==> src/rtl/ivl_timer_pkg.sv <==
package ivl_timer_pkg;
  localparam int BYTE_W = 8;
  localparam int ADDR_W = 2;
  localparam logic [ADDR_W-1:0] ADDR_CNT_LO = 2'd0;
  localparam logic [ADDR_W-1:0] ADDR_CNT_HI = 2'd1;
  localparam logic [ADDR_W-1:0] ADDR_CTRL   = 2'd2;
  localparam logic [ADDR_W-1:0] ADDR_FLAG   = 2'd3;

  typedef struct packed {
    logic latchLoWr;
    logic latchHiWr;
    logic forceLoad;
    logic reload;
    logic decrement;
  } tmrStrobe_t;
endpackage

==> src/rtl/ivl_timer_ctrl.sv <==
module ivl_timer_ctrl
  import ivl_timer_pkg::*;
#(
  parameter int BW = 8,
  parameter int AW = 2
) (
  input  logic          clk,
  input  logic          rstN,
  input  logic          wrEn,
  input  logic          rdEn,
  input  logic [AW-1:0] addr,
  input  logic [BW-1:0] wrData,
  input  logic          cascadeTick,
  input  logic          cntIsZero,
  input  logic          cntIsOne,
  output tmrStrobe_t    strb,
  output logic          runQ,
  output logic          cascadeQ,
  output logic          flagQ,
  output logic          underflowQ
);
  logic pend, actQ, actEff, absorb, skipZero, flagRead;

  always_ff @(posedge clk) begin
    if (!rstN) begin
      runQ     <= 1'b0;
      cascadeQ <= 1'b0;
    end else if (wrEn && addr == ADDR_CTRL) begin
      runQ     <= wrData[0];
      cascadeQ <= wrData[1];
    end
  end

  // a count is pending this cycle; it is applied one cycle later
  assign pend     = runQ && (cascadeQ ? cascadeTick : 1'b1);
  assign actEff   = actQ && runQ;
  assign absorb   = cntIsZero && pend;
  assign skipZero = cntIsOne && actEff && pend;
  assign flagRead = rdEn && addr == ADDR_FLAG;

  always_comb begin
    strb           = '0;
    strb.latchLoWr = wrEn && addr == ADDR_CNT_LO;
    strb.latchHiWr = wrEn && addr == ADDR_CNT_HI;
    strb.forceLoad = wrEn && addr == ADDR_CNT_HI && !runQ;
    strb.reload    = absorb || skipZero;
    strb.decrement = actEff && !cntIsZero && !skipZero;
  end

  always_ff @(posedge clk) begin
    if (!rstN) begin
      actQ       <= 1'b0;
      underflowQ <= 1'b0;
      flagQ      <= 1'b0;
    end else begin
      actQ       <= pend && !absorb;
      underflowQ <= strb.reload;
      if (strb.reload) flagQ <= 1'b1;
      else if (flagRead) flagQ <= 1'b0;
    end
  end


  flag_set_chk: assert property (@(posedge clk) disable iff (!rstN)
    strb.reload |=> flagQ);

  flag_clear_chk: assert property (@(posedge clk) disable iff (!rstN)
    flagRead && !strb.reload |=> !flagQ);
endmodule

==> src/rtl/ivl_timer_dp.sv <==
module ivl_timer_dp
  import ivl_timer_pkg::*;
#(
  parameter int BW = 8
) (
  input  logic            clk,
  input  logic            rstN,
  input  tmrStrobe_t      strb,
  input  logic [BW-1:0]   wrData,
  input  logic            runQ,
  input  logic            cascadeQ,
  output logic [2*BW-1:0] cntQ,
  output logic [2*BW-1:0] latchQ,
  output logic            cntIsZero,
  output logic            cntIsOne
);
  localparam int CW = 2 * BW;

  always_ff @(posedge clk) begin
    if (!rstN) begin
      latchQ <= '1;
    end else begin
      if (strb.latchLoWr) latchQ[BW-1:0]  <= wrData;
      if (strb.latchHiWr) latchQ[CW-1:BW] <= wrData;
    end
  end

  always_ff @(posedge clk) begin
    if (!rstN) begin
      cntQ <= '1;
    end else if (strb.forceLoad) begin
      cntQ <= {wrData, latchQ[BW-1:0]};
    end else if (strb.reload) begin
      cntQ <= latchQ;
    end else if (strb.decrement) begin
      cntQ <= cntQ - 1'b1;
    end
  end

  assign cntIsZero = (cntQ == '0);
  assign cntIsOne  = (cntQ == CW'(1));


  hold_stopped_chk: assert property (@(posedge clk) disable iff (!rstN)
    !runQ && !strb.forceLoad |=> cntQ == $past(cntQ));

  no_zero_free_chk: assert property (@(posedge clk) disable iff (!rstN)
    runQ && !cascadeQ && $past(runQ) && !$past(cascadeQ)
      && latchQ != '0 && $past(latchQ) != '0 |-> cntQ != '0);
endmodule

==> src/rtl/ivl_timer.sv <==
module ivl_timer
  import ivl_timer_pkg::*;
#(
  parameter int BYTE_WIDTH = ivl_timer_pkg::BYTE_W,
  parameter int ADDR_WIDTH = ivl_timer_pkg::ADDR_W
) (
  input  logic                  clk,
  input  logic                  rstN,
  input  logic                  regWrEn,
  input  logic                  regRdEn,
  input  logic [ADDR_WIDTH-1:0] regAddr,
  input  logic [BYTE_WIDTH-1:0] regWrData,
  output logic [BYTE_WIDTH-1:0] regRdData,
  input  logic                  cascadeTick,
  output logic                  underflowPulse
);
  localparam int CW = 2 * BYTE_WIDTH;

  tmrStrobe_t    strb;
  logic          runQ, cascadeQ, flagQ, cntIsZero, cntIsOne;
  logic [CW-1:0] cntQ, latchQ;

  ivl_timer_ctrl #(.BW(BYTE_WIDTH), .AW(ADDR_WIDTH)) u_ctrl (
    .clk(clk), .rstN(rstN), .wrEn(regWrEn), .rdEn(regRdEn), .addr(regAddr),
    .wrData(regWrData), .cascadeTick(cascadeTick), .cntIsZero(cntIsZero),
    .cntIsOne(cntIsOne), .strb(strb), .runQ(runQ), .cascadeQ(cascadeQ),
    .flagQ(flagQ), .underflowQ(underflowPulse)
  );

  ivl_timer_dp #(.BW(BYTE_WIDTH)) u_dp (
    .clk(clk), .rstN(rstN), .strb(strb), .wrData(regWrData), .runQ(runQ),
    .cascadeQ(cascadeQ), .cntQ(cntQ), .latchQ(latchQ),
    .cntIsZero(cntIsZero), .cntIsOne(cntIsOne)
  );

  always_comb begin
    case (regAddr)
      ADDR_CNT_LO: regRdData = cntQ[BYTE_WIDTH-1:0];
      ADDR_CNT_HI: regRdData = cntQ[CW-1:BYTE_WIDTH];
      ADDR_CTRL:   regRdData = {{(BYTE_WIDTH-2){1'b0}}, cascadeQ, runQ};
      default:     regRdData = {{(BYTE_WIDTH-1){1'b0}}, flagQ};
    endcase
  end


  pulse_reload_chk: assert property (@(posedge clk) disable iff (!rstN)
    underflowPulse |-> cntQ == $past(latchQ));
endmodule

==> config.mk <==
export PLATFORM = sky130hd
export DESIGN_NAME = ivl_timer
export DESIGN_NICKNAME = d
export VERILOG_FILES = /design/src/rtl/ivl_timer_pkg.sv /design/src/rtl/ivl_timer_ctrl.sv /design/src/rtl/ivl_timer_dp.sv /design/src/rtl/ivl_timer.sv
export SDC_FILE = /design/constraint.sdc
export NUM_CORES = 1
export LEC_CHECK = 0
export ABC_AREA = 1
export BUFFER_PORTS_ARGS = -buffer_cell sky130_fd_sc_hd__buf_2
export CAP_MARGIN = 20
export CORE_ASPECT_RATIO = 1.75
export CORE_MARGIN = 3
export CORE_UTILIZATION = 39
export DETAILED_ROUTE_END_ITERATION = 6
export GPL_ROUTABILITY_DRIVEN = 0
export SLEW_MARGIN = 20
export SYNTH_ARGS = -nofsm -noshare
export SYNTH_HDL_FRONTEND = slang
export SYNTH_SLANG_ARGS = --single-unit
==> constraint.sdc <==
create_clock -name clk -period 2.7 [get_ports clk]
set_clock_uncertainty 0.05 [all_clocks]
set_input_delay 0.405 -clock clk [delete_from_list [all_inputs] [get_ports clk]]
set_output_delay 0.405 -clock clk [all_outputs]
set_load 0.05 [all_outputs]
==> flow_summary.ini <==
[die]
die_w_um = 64.7
io_pins = 24
fp-row-count = 36
initial_utilization_pct = 41.1
core-area_um2 = 5720
die-area_um2 = 7040
fp.dieH_um = 109

[critical_path]
critPathLaunchType = flip-flop
crit_top_cell = a21oi_1
cp_data_arrival_time_ns = 2.26
critPathMaxStageDelay_ns = 0.35
path_max_fanout = 15
path_buf_inv = 1
path_class = reg2reg
crit_chain = inv_1 -> ha_1 -> nand3_1 -> a21oi_1 -> nand3_2 -> nand2_8 -> nor2_8 -> a21oi_1 -> nand2_1
critPathCaptureType = flip-flop
crit_required_ns = 2.84
path_delay_family = simple AND/OR/NAND/NOR gates
crit_slowest_cell = nand3_2

[clock_tree]
cts.sinks = 37
post_cts_resized = 0
numCtsBuffers = 5
clk_latency_ns = 0.29
cts_tree = built
clk_pin_slew_ns = 0.08
ctsHoldBuffers = 0
cts_setup_buffers = 0
clockRootBuffer = clkbuf_8
cts_buffer_depth = 2
htree_levels = 2

[drt]
drc_errors = 0
dr.first_iter.drc_count = 161
wl_um = 6560
num_vias = 2292
wl_per_cell_um = 14.6
dr.pass1.iters = 4
avgViaCountPerCell = 5.12
antenna_left = 0

[run_status]
outcome = finished clean

[timing]
finalHoldViolations = 0
fin_crit_ns = 2.12
finalSetupViolCount = 0
clock.fmax_ghz = 0.473
rsz0062_at_grt = false
finalCritPeriodShare_pct = 78.3
finalHoldWorstSlack_ns = 0.296
slew_viol_final = 0
final.setup.tns_ns = 0
slew_headroom_pct = 56.8
worst_slew_pin_slew_ns = 0.648

[logic_synthesis]
synthesis.instances = 350
synth.avg_cell_area_um2 = 6.72
ys_ff_latch = 37
synth.cell_area_um2 = 2350
ys_seq_area_share_pct = 31.5
yosys.area.top_type = dfxtp_1
ys_types = 35
ys_top_cells_by_area = dfxtp_1 31%, nand2_1 16%, nand3_1 8.3%
yosysTopAreaCellShare_pct = 31.5
yosysWarnings = 0
syn-num-nets = 368

[layout]
fin_area_um2 = 2630
insertedDiodeCount = 0
syn2layout_area_growth_pct = 11.6
drive_above_1_share_pct = 16.9
final_cells = 448
final_net_count = 389

[global_route]
grt_pass1_vias = 2296
overflow = 0
grt_antenna_before_repair = 0
grt_pass1_wl_um = 10800
grt_max_degree = 25
grt.total_usage_pct = 20.1

[power_and_ir_drop]
power.density_nw_per_um2 = 532
leakage_nw = 1.27
vdd_drop_max_v = 0.000318
p_total_mw = 1.40

[placed_design]
portBuffers = 23
placed_area_um2 = 2490
dp_hpwl_um = 5220
placedCellCount = 440

[run]
maxCapViolCount = 0

[worst_hold_path]
holdCritPathClass = in2reg
cells by family (layout without fill, tap and decap cells):
logic type      count (synthesis)  count (layout)  synth area share (%)
compound gates                 53              53                  14.9
xor+xnor                        5               5                  1.86
simple gates                  190             190                  38.3
buf+inv                        62              84                  11.8
flops                          37              37                  31.5
fa+ha+maj                       3               3                  1.60
flip-flops by register name, summed over array words and instances (netlist names):
register	count
u_ctrl.underflowQ	1
u_dp.latchQ	16
u_dp.cntQ	16
u_ctrl.flagQ	1
u_ctrl.actQ	1
u_ctrl.runQ	1
u_ctrl.cascadeQ	1
cell usage after synthesis:
| cell type | n |
|---|---|
| or2_0 | 1 |
| nand2_8 | 1 |
| nand3_2 | 1 |
| nand2_2 | 5 |
| dfxtp_1 | 37 |
| nand4_1 | 3 |
| nand2_4 | 1 |
| buf_8 | 1 |
| o21ai_1 | 7 |
| o221ai_1 | 1 |
| xnor2_1 | 1 |
| nor2_2 | 4 |
| inv_2 | 4 |
| nor2_1 | 22 |
| inv_1 | 46 |
| ha_1 | 3 |
| nand2_1 | 103 |
| clkbuf_1 | 3 |
| nor2_8 | 2 |
| nor2_4 | 5 |
| clkinv_1 | 1 |
| nor3_1 | 1 |
| buf_6 | 3 |
| o21ai_0 | 3 |
| xor2_1 | 4 |
| inv_6 | 1 |
| o2111ai_1 | 1 |
| buf_4 | 1 |
| a21oi_1 | 10 |
| o211ai_1 | 18 |
| buf_2 | 2 |
| o22ai_1 | 6 |
| nand3_1 | 39 |
| a21oi_2 | 7 |
| and2_1 | 2 |
through the flow:
| stage | worst slack (ns) | utilization, % |
|---|---|---|
| floorplan | 0.705 | - |
| global placement | 0.566 | 43.6 |
| detailed placement | 0.541 | 43.6 |
| CTS | 0.595 | 45.9 |
| global route | 0.371 | 45.9 |
| finish | 0.585 | 45.9 |
per-layer routing:
layer / vias to the layer above / track usage (%) / part of all wire (%)
li1: 1167 / - / -
met1: 1032 / 20.6 / 40
met2: 73 / 38.5 / 52
met3: 20 / 3.09 / 4.6
met4: 0 / 9.53 / 3.5
met5: - / 0 / 0
final cells by class:
type	count	area (um^2)
Tap cell	76	95.1
Clock inverter	3	65.1
Multi-Input combinational cell	251	1330
Fill cell	616	3090
Clock buffer	5	68.8
Timing Repair Buffer	24	123
Inverter	52	200
Sequential cell	37	741
path summary, 6_finish.rpt:
kind	from	endpoint	slack [ns]	depth (start not counted)
worst min-delay path	regWrData[2]	u_dp.latchQ[2]	0.30	3
worst max register to register	u_dp.cntQ[1]	u_dp.cntQ[12]	0.58	9
worst max-delay path	u_dp.cntQ[1]	u_dp.cntQ[12]	0.58	9
worst min register to register	u_ctrl.flagQ	u_ctrl.flagQ	0.42	2
placed cells by master (no fill, tap or decap), types with 6 or more instances in the layout:
cell        n
nand2_1   103
inv_1      46
nand3_1    39
dfxtp_1    37
buf_2      23
nor2_1     22
o211ai_1   18
a21oi_1    10
a21oi_2     7
o21ai_1     7
o22ai_1     6
worst min-delay path, stage by stage:
cell,delay (ns)
buf_2,0.09
nand2_1,0.05
o211ai_1,0.07
power by group:
group	total, mW	internal, mW	switching, mW
clock	0.580	0.367	0.213
sequential	0.602	0.573	0.0292
combinational	0.215	0.0643	0.151
(Power assumes the default switching activity.)
